**src/rtl/sbe_pkg.sv**
```systemverilog
// Shared constants and types for the word FIFO / byte stream engine.
// Assumes an 11-bit status word with four implemented bits.
package sbe_pkg;
    localparam int STS_W        = 11;
    localparam int ST_DONE      = 0;
    localparam int ST_DATA_IRQ  = 8;
    localparam int ST_BLOCK_IRQ = 9;
    localparam int ST_BUSY_IRQ  = 10;
    localparam logic [STS_W-1:0] STS_IMPL = 11'h701;

    typedef enum logic [3:0] {
        MODE_IDENT = 4'd0,
        MODE_DATA  = 4'd1
    } eng_mode_e;
endpackage

```
**src/rtl/sbe_word_fifo.sv**
```systemverilog
// Circular word FIFO. A push when full is dropped; a pop when empty does
// nothing and the head reads as zero. Assumes DEPTH is a power of two.
module sbe_word_fifo #(
    parameter int W     = 32,
    parameter int DEPTH = 16,
    parameter int PTR_W = $clog2(DEPTH),
    parameter int LVL_W = PTR_W + 1
) (
    input  logic             clk,
    input  logic             rst_n,
    input  logic             push,
    input  logic [W-1:0]     wdata,
    input  logic             pop,
    output logic [W-1:0]     rdata,
    output logic             full,
    output logic             empty,
    output logic [LVL_W-1:0] level
);
    logic [W-1:0]     mem [DEPTH];
    logic [PTR_W-1:0] wr_ptr, rd_ptr;
    logic [LVL_W-1:0] lvl_q;
    logic             do_push, do_pop;

    assign full    = (lvl_q == LVL_W'(DEPTH));
    assign empty   = (lvl_q == '0);
    assign do_push = push && !full;
    assign do_pop  = pop && !empty;
    assign rdata   = empty ? '0 : mem[rd_ptr];
    assign level   = lvl_q;

    // Storage write; contents are don't-care while the level says empty.
    always_ff @(posedge clk) begin
        if (do_push) mem[wr_ptr] <= wdata;
    end

    // Pointer and occupancy bookkeeping.
    always_ff @(posedge clk) begin
        if (!rst_n) begin
            wr_ptr <= '0;
            rd_ptr <= '0;
            lvl_q  <= '0;
        end else begin
            if (do_push) wr_ptr <= wr_ptr + 1'b1;
            if (do_pop)  rd_ptr <= rd_ptr + 1'b1;
            case ({do_push, do_pop})
                2'b10:   lvl_q <= lvl_q + 1'b1;
                2'b01:   lvl_q <= lvl_q - 1'b1;
                default: lvl_q <= lvl_q;
            endcase
        end
    end
endmodule

```
**src/rtl/sbe_rd_packer.sv**
```systemverilog
// Packs card bytes into words, little-endian. Emits a push on the last
// byte of a word or on the last byte of the transfer (upper bytes zero).
// Assumes the caller only asserts take when the FIFO can accept a word.
module sbe_rd_packer #(
    parameter int W = 32
) (
    input  logic         clk,
    input  logic         rst_n,
    input  logic         clear,
    input  logic         take,
    input  logic [7:0]   din,
    input  logic         last,
    output logic         push,
    output logic [W-1:0] word
);
    localparam int BYTES = W / 8;
    localparam int IDX_W = $clog2(BYTES);

    logic [W-1:0]     acc;
    logic [IDX_W-1:0] idx;
    logic [W-1:0]     merged;

    // Merge the incoming byte into its lane.
    always_comb begin
        merged = acc | (W'(din) << (8 * idx));
        push   = take && ((idx == IDX_W'(BYTES - 1)) || last);
        word   = merged;
    end

    // Accumulator and lane index.
    always_ff @(posedge clk) begin
        if (!rst_n || clear) begin
            acc <= '0;
            idx <= '0;
        end else if (take) begin
            if (push) begin
                acc <= '0;
                idx <= '0;
            end else begin
                acc <= merged;
                idx <= idx + 1'b1;
            end
        end
    end
endmodule

```
**src/rtl/sbe_wr_unpacker.sv**
```systemverilog
// Sends FIFO words to the card one byte per handshake, LSB first. The
// first byte of a word comes straight from the FIFO head; the rest are
// held locally. Leftover bytes are dropped when the transfer ends.
module sbe_wr_unpacker #(
    parameter int W = 32
) (
    input  logic         clk,
    input  logic         rst_n,
    input  logic         clear,
    input  logic         enable,
    input  logic         last,
    input  logic [W-1:0] head,
    input  logic         fifo_empty,
    input  logic         ready,
    output logic         valid,
    output logic [7:0]   data,
    output logic         pop,
    output logic         take
);
    localparam int BYTES = W / 8;
    localparam int CNT_W = $clog2(BYTES + 1);

    logic [W-1:0]     hold;
    logic [CNT_W-1:0] left;
    logic             have;

    // Byte selection and handshake.
    always_comb begin
        have  = (left != '0);
        valid = enable && (have || !fifo_empty);
        data  = have ? hold[7:0] : head[7:0];
        take  = valid && ready;
        pop   = take && !have;
    end

    // Remaining bytes of the word in flight.
    always_ff @(posedge clk) begin
        if (!rst_n || clear) begin
            hold <= '0;
            left <= '0;
        end else if (take) begin
            if (last) begin
                hold <= '0;
                left <= '0;
            end else if (!have) begin
                hold <= head >> 8;
                left <= CNT_W'(BYTES - 1);
            end else begin
                hold <= hold >> 8;
                left <= left - 1'b1;
            end
        end
    end
endmodule

```
**src/rtl/sbe_xfer_ctrl.sv**
```systemverilog
// Remaining byte counter, completion detection and sticky status.
// Assumes load never coincides with a byte step.
module sbe_xfer_ctrl
    import sbe_pkg::*;
#(
    parameter int BLKS_W = 9,
    parameter int BSZ_W  = 16,
    parameter int CNT_W  = BLKS_W + BSZ_W
) (
    input  logic              clk,
    input  logic              rst_n,
    input  logic              cnt_load,
    input  logic [BLKS_W-1:0] blk_cnt,
    input  logic [BSZ_W-1:0]  blk_size,
    input  logic              step,
    input  logic              evt,
    input  logic              cmd_busywait,
    input  logic              cmd_wr,
    input  logic              cfg_data_ie,
    input  logic              cfg_block_ie,
    input  logic              cfg_busy_ie,
    input  logic              sts_clr_we,
    input  logic [STS_W-1:0]  sts_clr_mask,
    output logic              rem_nz,
    output logic              rem_last,
    output logic [STS_W-1:0]  status,
    output logic              irq,
    output logic [3:0]        mode
);
    logic [CNT_W-1:0] rem_q, load_val;
    logic [STS_W-1:0] sts_q, sts_set, sts_clr;
    eng_mode_e        mode_q;
    logic             done_evt;

    // Completion detection and status set/clear vectors.
    always_comb begin
        load_val = CNT_W'(blk_cnt) * CNT_W'(blk_size);
        rem_nz   = (rem_q != '0);
        rem_last = (rem_q == CNT_W'(1));
        done_evt = (!cnt_load && step && rem_last)
                 || (!cnt_load && evt && !rem_nz)
                 || (cnt_load && (load_val == '0));
        sts_set               = '0;
        sts_set[ST_DONE]      = done_evt;
        sts_set[ST_DATA_IRQ]  = done_evt && cfg_data_ie;
        sts_set[ST_BLOCK_IRQ] = done_evt && cmd_wr && cfg_block_ie;
        sts_set[ST_BUSY_IRQ]  = done_evt && cmd_busywait && cfg_busy_ie;
        sts_clr               = sts_clr_we ? sts_clr_mask : '0;
    end

    // Remaining byte counter.
    always_ff @(posedge clk) begin
        if (!rst_n)        rem_q <= '0;
        else if (cnt_load) rem_q <= load_val;
        else if (step)     rem_q <= rem_q - 1'b1;
    end

    // Sticky status and state field.
    always_ff @(posedge clk) begin
        if (!rst_n) begin
            sts_q  <= '0;
            mode_q <= MODE_IDENT;
        end else begin
            sts_q <= ((sts_q & ~sts_clr) | sts_set) & STS_IMPL;
            if (done_evt) mode_q <= MODE_DATA;
        end
    end

    assign status = sts_q;
    assign irq    = |sts_q[ST_BUSY_IRQ:ST_DATA_IRQ];
    assign mode   = mode_q;
endmodule

```
**src/rtl/sbe_byte_engine.sv**
```systemverilog
// Top of the word FIFO to card byte stream engine. Routes the single FIFO
// to the packer (read direction) or unpacker (write direction).
// Assumes direction and command flags are stable while bytes move.
module sbe_byte_engine
    import sbe_pkg::*;
#(
    parameter int W      = 32,
    parameter int DEPTH  = 16,
    parameter int BLKS_W = 9,
    parameter int BSZ_W  = 16,
    parameter int LVL_W  = $clog2(DEPTH) + 1
) (
    input  logic              clk,
    input  logic              rst_n,
    input  logic              cmd_rd,
    input  logic              cmd_wr,
    input  logic              cmd_busywait,
    input  logic              cfg_data_ie,
    input  logic              cfg_block_ie,
    input  logic              cfg_busy_ie,
    input  logic              kick,
    input  logic              cnt_load,
    input  logic [BLKS_W-1:0] blk_cnt,
    input  logic [BSZ_W-1:0]  blk_size,
    input  logic              data_wr,
    input  logic [W-1:0]      data_wdata,
    input  logic              data_rd,
    output logic [W-1:0]      host_rdata,
    input  logic              card_rd_valid,
    input  logic [7:0]        card_rd_data,
    output logic              card_rd_ready,
    output logic              card_wr_valid,
    output logic [7:0]        card_wr_data,
    input  logic              card_wr_ready,
    input  logic              sts_clr_we,
    input  logic [STS_W-1:0]  sts_clr_mask,
    output logic [STS_W-1:0]  status,
    output logic              irq,
    output logic [3:0]        dbg_state,
    output logic [LVL_W-1:0]  dbg_fill
);
    localparam int CNT_W = BLKS_W + BSZ_W;

    logic         f_push, f_pop, f_full, f_empty;
    logic [W-1:0] f_wdata, f_rdata;
    logic         pk_push, rd_take, wr_pop, wr_take;
    logic [W-1:0] pk_word;
    logic         rem_nz, rem_last;

    // FIFO port steering by direction.
    always_comb begin
        rd_take       = card_rd_ready && card_rd_valid;
        card_rd_ready = cmd_rd && rem_nz && !f_full;
        f_push        = cmd_rd ? pk_push : data_wr;
        f_wdata       = cmd_rd ? pk_word : data_wdata;
        f_pop         = cmd_rd ? data_rd : wr_pop;
    end

    assign host_rdata = f_rdata;

    sbe_word_fifo #(.W(W), .DEPTH(DEPTH)) u_fifo (
        .clk   (clk),
        .rst_n (rst_n),
        .push  (f_push),
        .wdata (f_wdata),
        .pop   (f_pop),
        .rdata (f_rdata),
        .full  (f_full),
        .empty (f_empty),
        .level (dbg_fill)
    );

    sbe_rd_packer #(.W(W)) u_pack (
        .clk   (clk),
        .rst_n (rst_n),
        .clear (cnt_load),
        .take  (rd_take),
        .din   (card_rd_data),
        .last  (rem_last),
        .push  (pk_push),
        .word  (pk_word)
    );

    sbe_wr_unpacker #(.W(W)) u_unpack (
        .clk        (clk),
        .rst_n      (rst_n),
        .clear      (cnt_load),
        .enable     (!cmd_rd && rem_nz),
        .last       (rem_last),
        .head       (f_rdata),
        .fifo_empty (f_empty),
        .ready      (card_wr_ready),
        .valid      (card_wr_valid),
        .data       (card_wr_data),
        .pop        (wr_pop),
        .take       (wr_take)
    );

    sbe_xfer_ctrl #(.BLKS_W(BLKS_W), .BSZ_W(BSZ_W), .CNT_W(CNT_W)) u_ctrl (
        .clk          (clk),
        .rst_n        (rst_n),
        .cnt_load     (cnt_load),
        .blk_cnt      (blk_cnt),
        .blk_size     (blk_size),
        .step         (rd_take || wr_take),
        .evt          (kick || data_wr || data_rd),
        .cmd_busywait (cmd_busywait),
        .cmd_wr       (cmd_wr),
        .cfg_data_ie  (cfg_data_ie),
        .cfg_block_ie (cfg_block_ie),
        .cfg_busy_ie  (cfg_busy_ie),
        .sts_clr_we   (sts_clr_we),
        .sts_clr_mask (sts_clr_mask),
        .rem_nz       (rem_nz),
        .rem_last     (rem_last),
        .status       (status),
        .irq          (irq),
        .mode         (dbg_state)
    );
endmodule

```
**config.mk**
```make
export PLATFORM = sky130hd
export DESIGN_NAME = sbe_byte_engine
export DESIGN_NICKNAME = d
export VERILOG_FILES = /design/src/rtl/sbe_pkg.sv /design/src/rtl/sbe_word_fifo.sv /design/src/rtl/sbe_rd_packer.sv /design/src/rtl/sbe_wr_unpacker.sv /design/src/rtl/sbe_xfer_ctrl.sv /design/src/rtl/sbe_byte_engine.sv
export SDC_FILE = /design/constraint.sdc
export NUM_CORES = 1
export LEC_CHECK = 0
export CORE_ASPECT_RATIO = 1.25
export CORE_MARGIN = 8
export CORE_UTILIZATION = 40
export CTS_CLUSTER_SIZE = 10
export DETAILED_ROUTE_END_ITERATION = 7
export HOLD_SLACK_MARGIN = 0.02
export PLACE_DENSITY = 0.66
export SYNTH_ARGS = -nofsm -noshare
export SYNTH_HDL_FRONTEND = slang
export SYNTH_SLANG_ARGS = --single-unit
```
**constraint.sdc**
```tcl
create_clock -name clk -period 6.15 [get_ports clk]
set_input_delay 0.9225 -clock clk [delete_from_list [all_inputs] [get_ports clk]]
set_output_delay 0.9225 -clock clk [all_outputs]
set_load 0.01 [all_outputs]
```
==> run metrics <==
outcome finished clean; startpoint of the tightest hold check path u_pack.acc[20]; quantity of I/O buffers inserted on ports approximately 140; global routing usage on met3 under 10%; Gate power share 38.6%; Syn Area/Cell approximately 15 um^2; flip-flop and latch count after synthesis a little over 600; Congestion Overflow GR 0; worst vdd ir ~0.35 mV; horizontal die dimension approximately 260 um; Std-Cell Core Area ~73000 um^2; post-synth cell types 68; Max Clk Rate 0.172 GHz; worst clock skew around 0.037 ns; DRC 0; Slew HR 10.2%; final hold slack between 0.4 and 0.5 ns; DR pass1 iterations 5; total power consumption of the routed design ~14 mW; number of rows in the core area roughly 110; fillers between 6000 and 7000; number of antenna violations at the first check in global routing 0; main area contributors after synthesis sky130_fd_sc_hd__edfxtp_1, sky130_fd_sc_hd__mux4_2, sky130_fd_sc_hd__dfxtp_1; Maximum Capacitance Violations 0; switching share of total power between 30% and 40%; Final setup violation count 0; worst setup margin 0.332 ns; maximum single-stage delay on the critical path between 0.6 and 0.7 ns; reg2reg end u_fifo.level[4]; crit share post-route 94.6%; master cell of the clock root buffer sky130_fd_sc_hd__clkbuf_16; Worst Setup End Kind flop; CTS Hold Buffers Added 0; cell with the most instances on the worst path sky130_fd_sc_hd__fa_1; insertion delay of the later-clocked pin in the worst-skew pair 0.62 ns; initial cell density of the core approximately two fifths; register area share after synthesis around three fifths; Slowest-stage cell, CP sky130_fd_sc_hd__clkdlybuf4s50_1; largest area contributor in the synthesized netlist sky130_fd_sc_hd__edfxtp_1; number of buffers created by CTS 73; wire length per cell after detailed routing ~23 um; worst hold path type flop to flop; fraction of layout instances using a drive strength above 1 between 10% and 20%; share of Yosys cell area claimed by the top area cell type 52.1%; CTS Buffer Depth 3; wire length of the first global-routing pass ~110000 um; pre-CTS setup slack -0.278 ns; met2 demand-to-capacity share in global routing ~30%; cell count of the worst reg-to-reg path 16; Internal 9.65 mW; netlist area before placement between 20000 and 30000 um^2; Most used DFF post-synth sky130_fd_sc_hd__edfxtp_1; most congested layer reported by global routing met2; CP startpoint blk_cnt[0]; final number of max-transition violations 0; Post-DRT Antenna Nets 0; clock-pin slew reported for the worst setup and hold paths after clock tree synthesis roughly 0.060 ns; number of enable-type register cells in the synthesized netlist about 510; destination of the worst hold path u_pack.acc[20]; I/O pin total 154; violation count after the first detailed-routing iteration about 1500; Global Route met1 Usage between 20 and 25%; r2r setup slk 1.43 ns; via density per instance ~5.5; setup repair after global routing missed its margin no; share of power burned in the clock network between 20% and 30%; clock tree from TritonCTS built; pin count of the biggest net entering global routing 72; signed area change from the synthesized netlist to the final layout 18.9%; switching component of the power approximately 4.6 mW; detailed-route via count ~18000; power density over the cells 406 nW/um^2; min cycle time layout about 5.8 ns; cells after synthesis between 2000 and 2500; Worst R2R Start u_ctrl.rem_q[2]; Layout Nets between 2000 and 2500; cell breakdown of the critical path clkdlybuf4s50_1, nand2_1, fa_1, inv_1, fa_1, fa_1, inv_1, fa_1, inv_1, ha_1, buf_4, a21oi_1, o31ai_1, o2111ai_1, nand3_1, a31oi_1, mux2_2, and4b_1, nand4_1, o211ai_1; Worst Path Max Fanout 8; placed wire-length estimate after detailed placement slightly below 50000 um; path type of the worst setup path input pin to flop; slew of the pin with the lowest slew margin 1.35 ns; full die area about 83000 um^2; global router's overall resource usage 17.8%; H-tree depth 3; Ys Warns 0; placed instance area 32900 um^2; hold violation total from the final report 0; routability congestion estimate about 0.84; Die Y 320 um; async set or reset register ratio after synthesis 0%; Sequential Power Share between 30% and 40%; total length of routed wires between 70000 and 80000 um; post-route standard cell area excluding fillers roughly 35000 um^2; Setup Fix Bufs, Post-CTS 0; vias in the first global route 18700; clock sink count 620; Hold Crit Depth 2; post-cts repair resize count 0; Leakage around 12 nW; required time at the endpoint of the critical path between 6 and 7 ns; kind of start point of the critical path input pin; endpoint arrival time on the critical path about 6.4 ns
stage by stage:
step,TNS (ns),instances,utilization (%)
CTS,0,3243,47.9
detailed placement,-1.37,3126,45.0
global placement,-1.17,3126,45.0
global route,0,3244,47.9
finish,0,3245,47.9
floorplan,0,2013,-
metal layers:
layer / part of all wire, % / vias to the layer above
li1: - / 7819
met1: 41 / 9165
met2: 49 / 699
met3: 8.1 / 105
met4: 2.2 / 0
met5: 0 / -
layout make-up:
class	instances	area, um^2	area share [%]
sequential	620	17500	50.0
multi-input combinational	1131	11100	31.6
timing repair buffer	270	2550	7.27
clock buffer	108	2000	5.70
tap	960	1200	3.42
inverter	146	548	1.56
clock inverter	9	145	0.414
antenna	1	2.50	0.00713
registers in the layout, indices dropped and copies added, names as in the netlist, 3 cells and up, named ones only:
name and flops:
u_unpack.hold 24, u_ctrl.rem_q 25, u_unpack.left 3, u_pack.acc 32, u_fifo.wr_ptr 4, u_fifo.rd_ptr 4
u_fifo.level 5, u_fifo.mem 512, u_ctrl.status 4
worst max-delay path by stage:
stage,end
6_report,u_ctrl.status[0]
3_5_place_dp,u_ctrl.status[8]
5_1_grt,u_ctrl.status[8]
3_3_place_gp,u_ctrl.mode[0]
4_1_cts,u_ctrl.status[8]
2_1_floorplan,u_ctrl.mode[0]
power groups by stage:
stage	registers [mW]	logic, mW	clock network, mW
global placement	4.91	5.44	0
finish	4.83	5.49	3.92
detailed placement	4.92	5.48	0
floorplan	4.84	3.15	0
global route	4.85	6.01	4.15
CTS	4.83	5.53	3.99
cells by family (layout without fill, tap and decap cells):
group | Yosys count | in the layout | synth area share (%)
compound gates | 227 | 227 | 4.63
simple gates | 494 | 494 | 8.25
flops | 620 | 620 | 59.4
fa+ha+maj | 160 | 160 | 9.33
other cells | 1 | 11 | 0.0127
buf+inv | 262 | 533 | 3.54
mux | 190 | 190 | 13.3
xor+xnor | 50 | 50 | 1.48
layout by cell type, fill, tap and decap left out, types with 74 or more instances in the layout:
cell and count:
sky130_fd_sc_hd__edfxtp_1 512, sky130_fd_sc_hd__nor2_1 164, sky130_fd_sc_hd__mux4_2 160, sky130_fd_sc_hd__inv_1 145
sky130_fd_sc_hd__clkdlybuf4s50_1 135, sky130_fd_sc_hd__a21oi_1 127, sky130_fd_sc_hd__buf_4 119, sky130_fd_sc_hd__and2_1 115
sky130_fd_sc_hd__dfxtp_1 104, sky130_fd_sc_hd__nand2_1 100, sky130_fd_sc_hd__fa_1 100, sky130_fd_sc_hd__clkbuf_16 74
critical path: cells and delay by family:
kind,cells,cell delay (ns)
buffers and inverters,5,1.00
adder cells (fa/ha/maj),5,2.34
AND/OR/NAND/NOR,4,0.76
AO/OA/AOI/OAI,5,0.94
multiplexers,1,0.39
Yosys cell counts (3+ instances only):
master                     count
sky130_fd_sc_hd__nor3_1       24
sky130_fd_sc_hd__nand3_1      12
sky130_fd_sc_hd__buf_4        11
sky130_fd_sc_hd__a31oi_1       7
sky130_fd_sc_hd__a22oi_1      24
sky130_fd_sc_hd__nand2b_1      8
sky130_fd_sc_hd__edfxtp_1    512
sky130_fd_sc_hd__nor4_1        8
sky130_fd_sc_hd__buf_2         3
sky130_fd_sc_hd__buf_1        17
sky130_fd_sc_hd__or4_1         5
sky130_fd_sc_hd__clkbuf_1     76
sky130_fd_sc_hd__nand4_1       9
sky130_fd_sc_hd__dfxtp_1     108
sky130_fd_sc_hd__or3_1         8
sky130_fd_sc_hd__mux2i_1       5
sky130_fd_sc_hd__nor2b_1       6
sky130_fd_sc_hd__ha_1         60
sky130_fd_sc_hd__xor2_1       25
sky130_fd_sc_hd__mux4_2      160
sky130_fd_sc_hd__nand2_1     100
sky130_fd_sc_hd__and2_1      115
sky130_fd_sc_hd__fa_1        100
sky130_fd_sc_hd__xnor2_1      25
sky130_fd_sc_hd__a211oi_1     19
sky130_fd_sc_hd__o21ai_0      12
sky130_fd_sc_hd__clkbuf_2      8
sky130_fd_sc_hd__o211ai_1      3
sky130_fd_sc_hd__a21oi_1     127
sky130_fd_sc_hd__and3_1        5
sky130_fd_sc_hd__mux2_2       25
sky130_fd_sc_hd__nor2_1      176
sky130_fd_sc_hd__inv_1       145
sky130_fd_sc_hd__a21o_1       11
sky130_fd_sc_hd__o31ai_1       4
sky130_fd_sc_hd__a311oi_1      3
(Power assumes the default switching activity.)
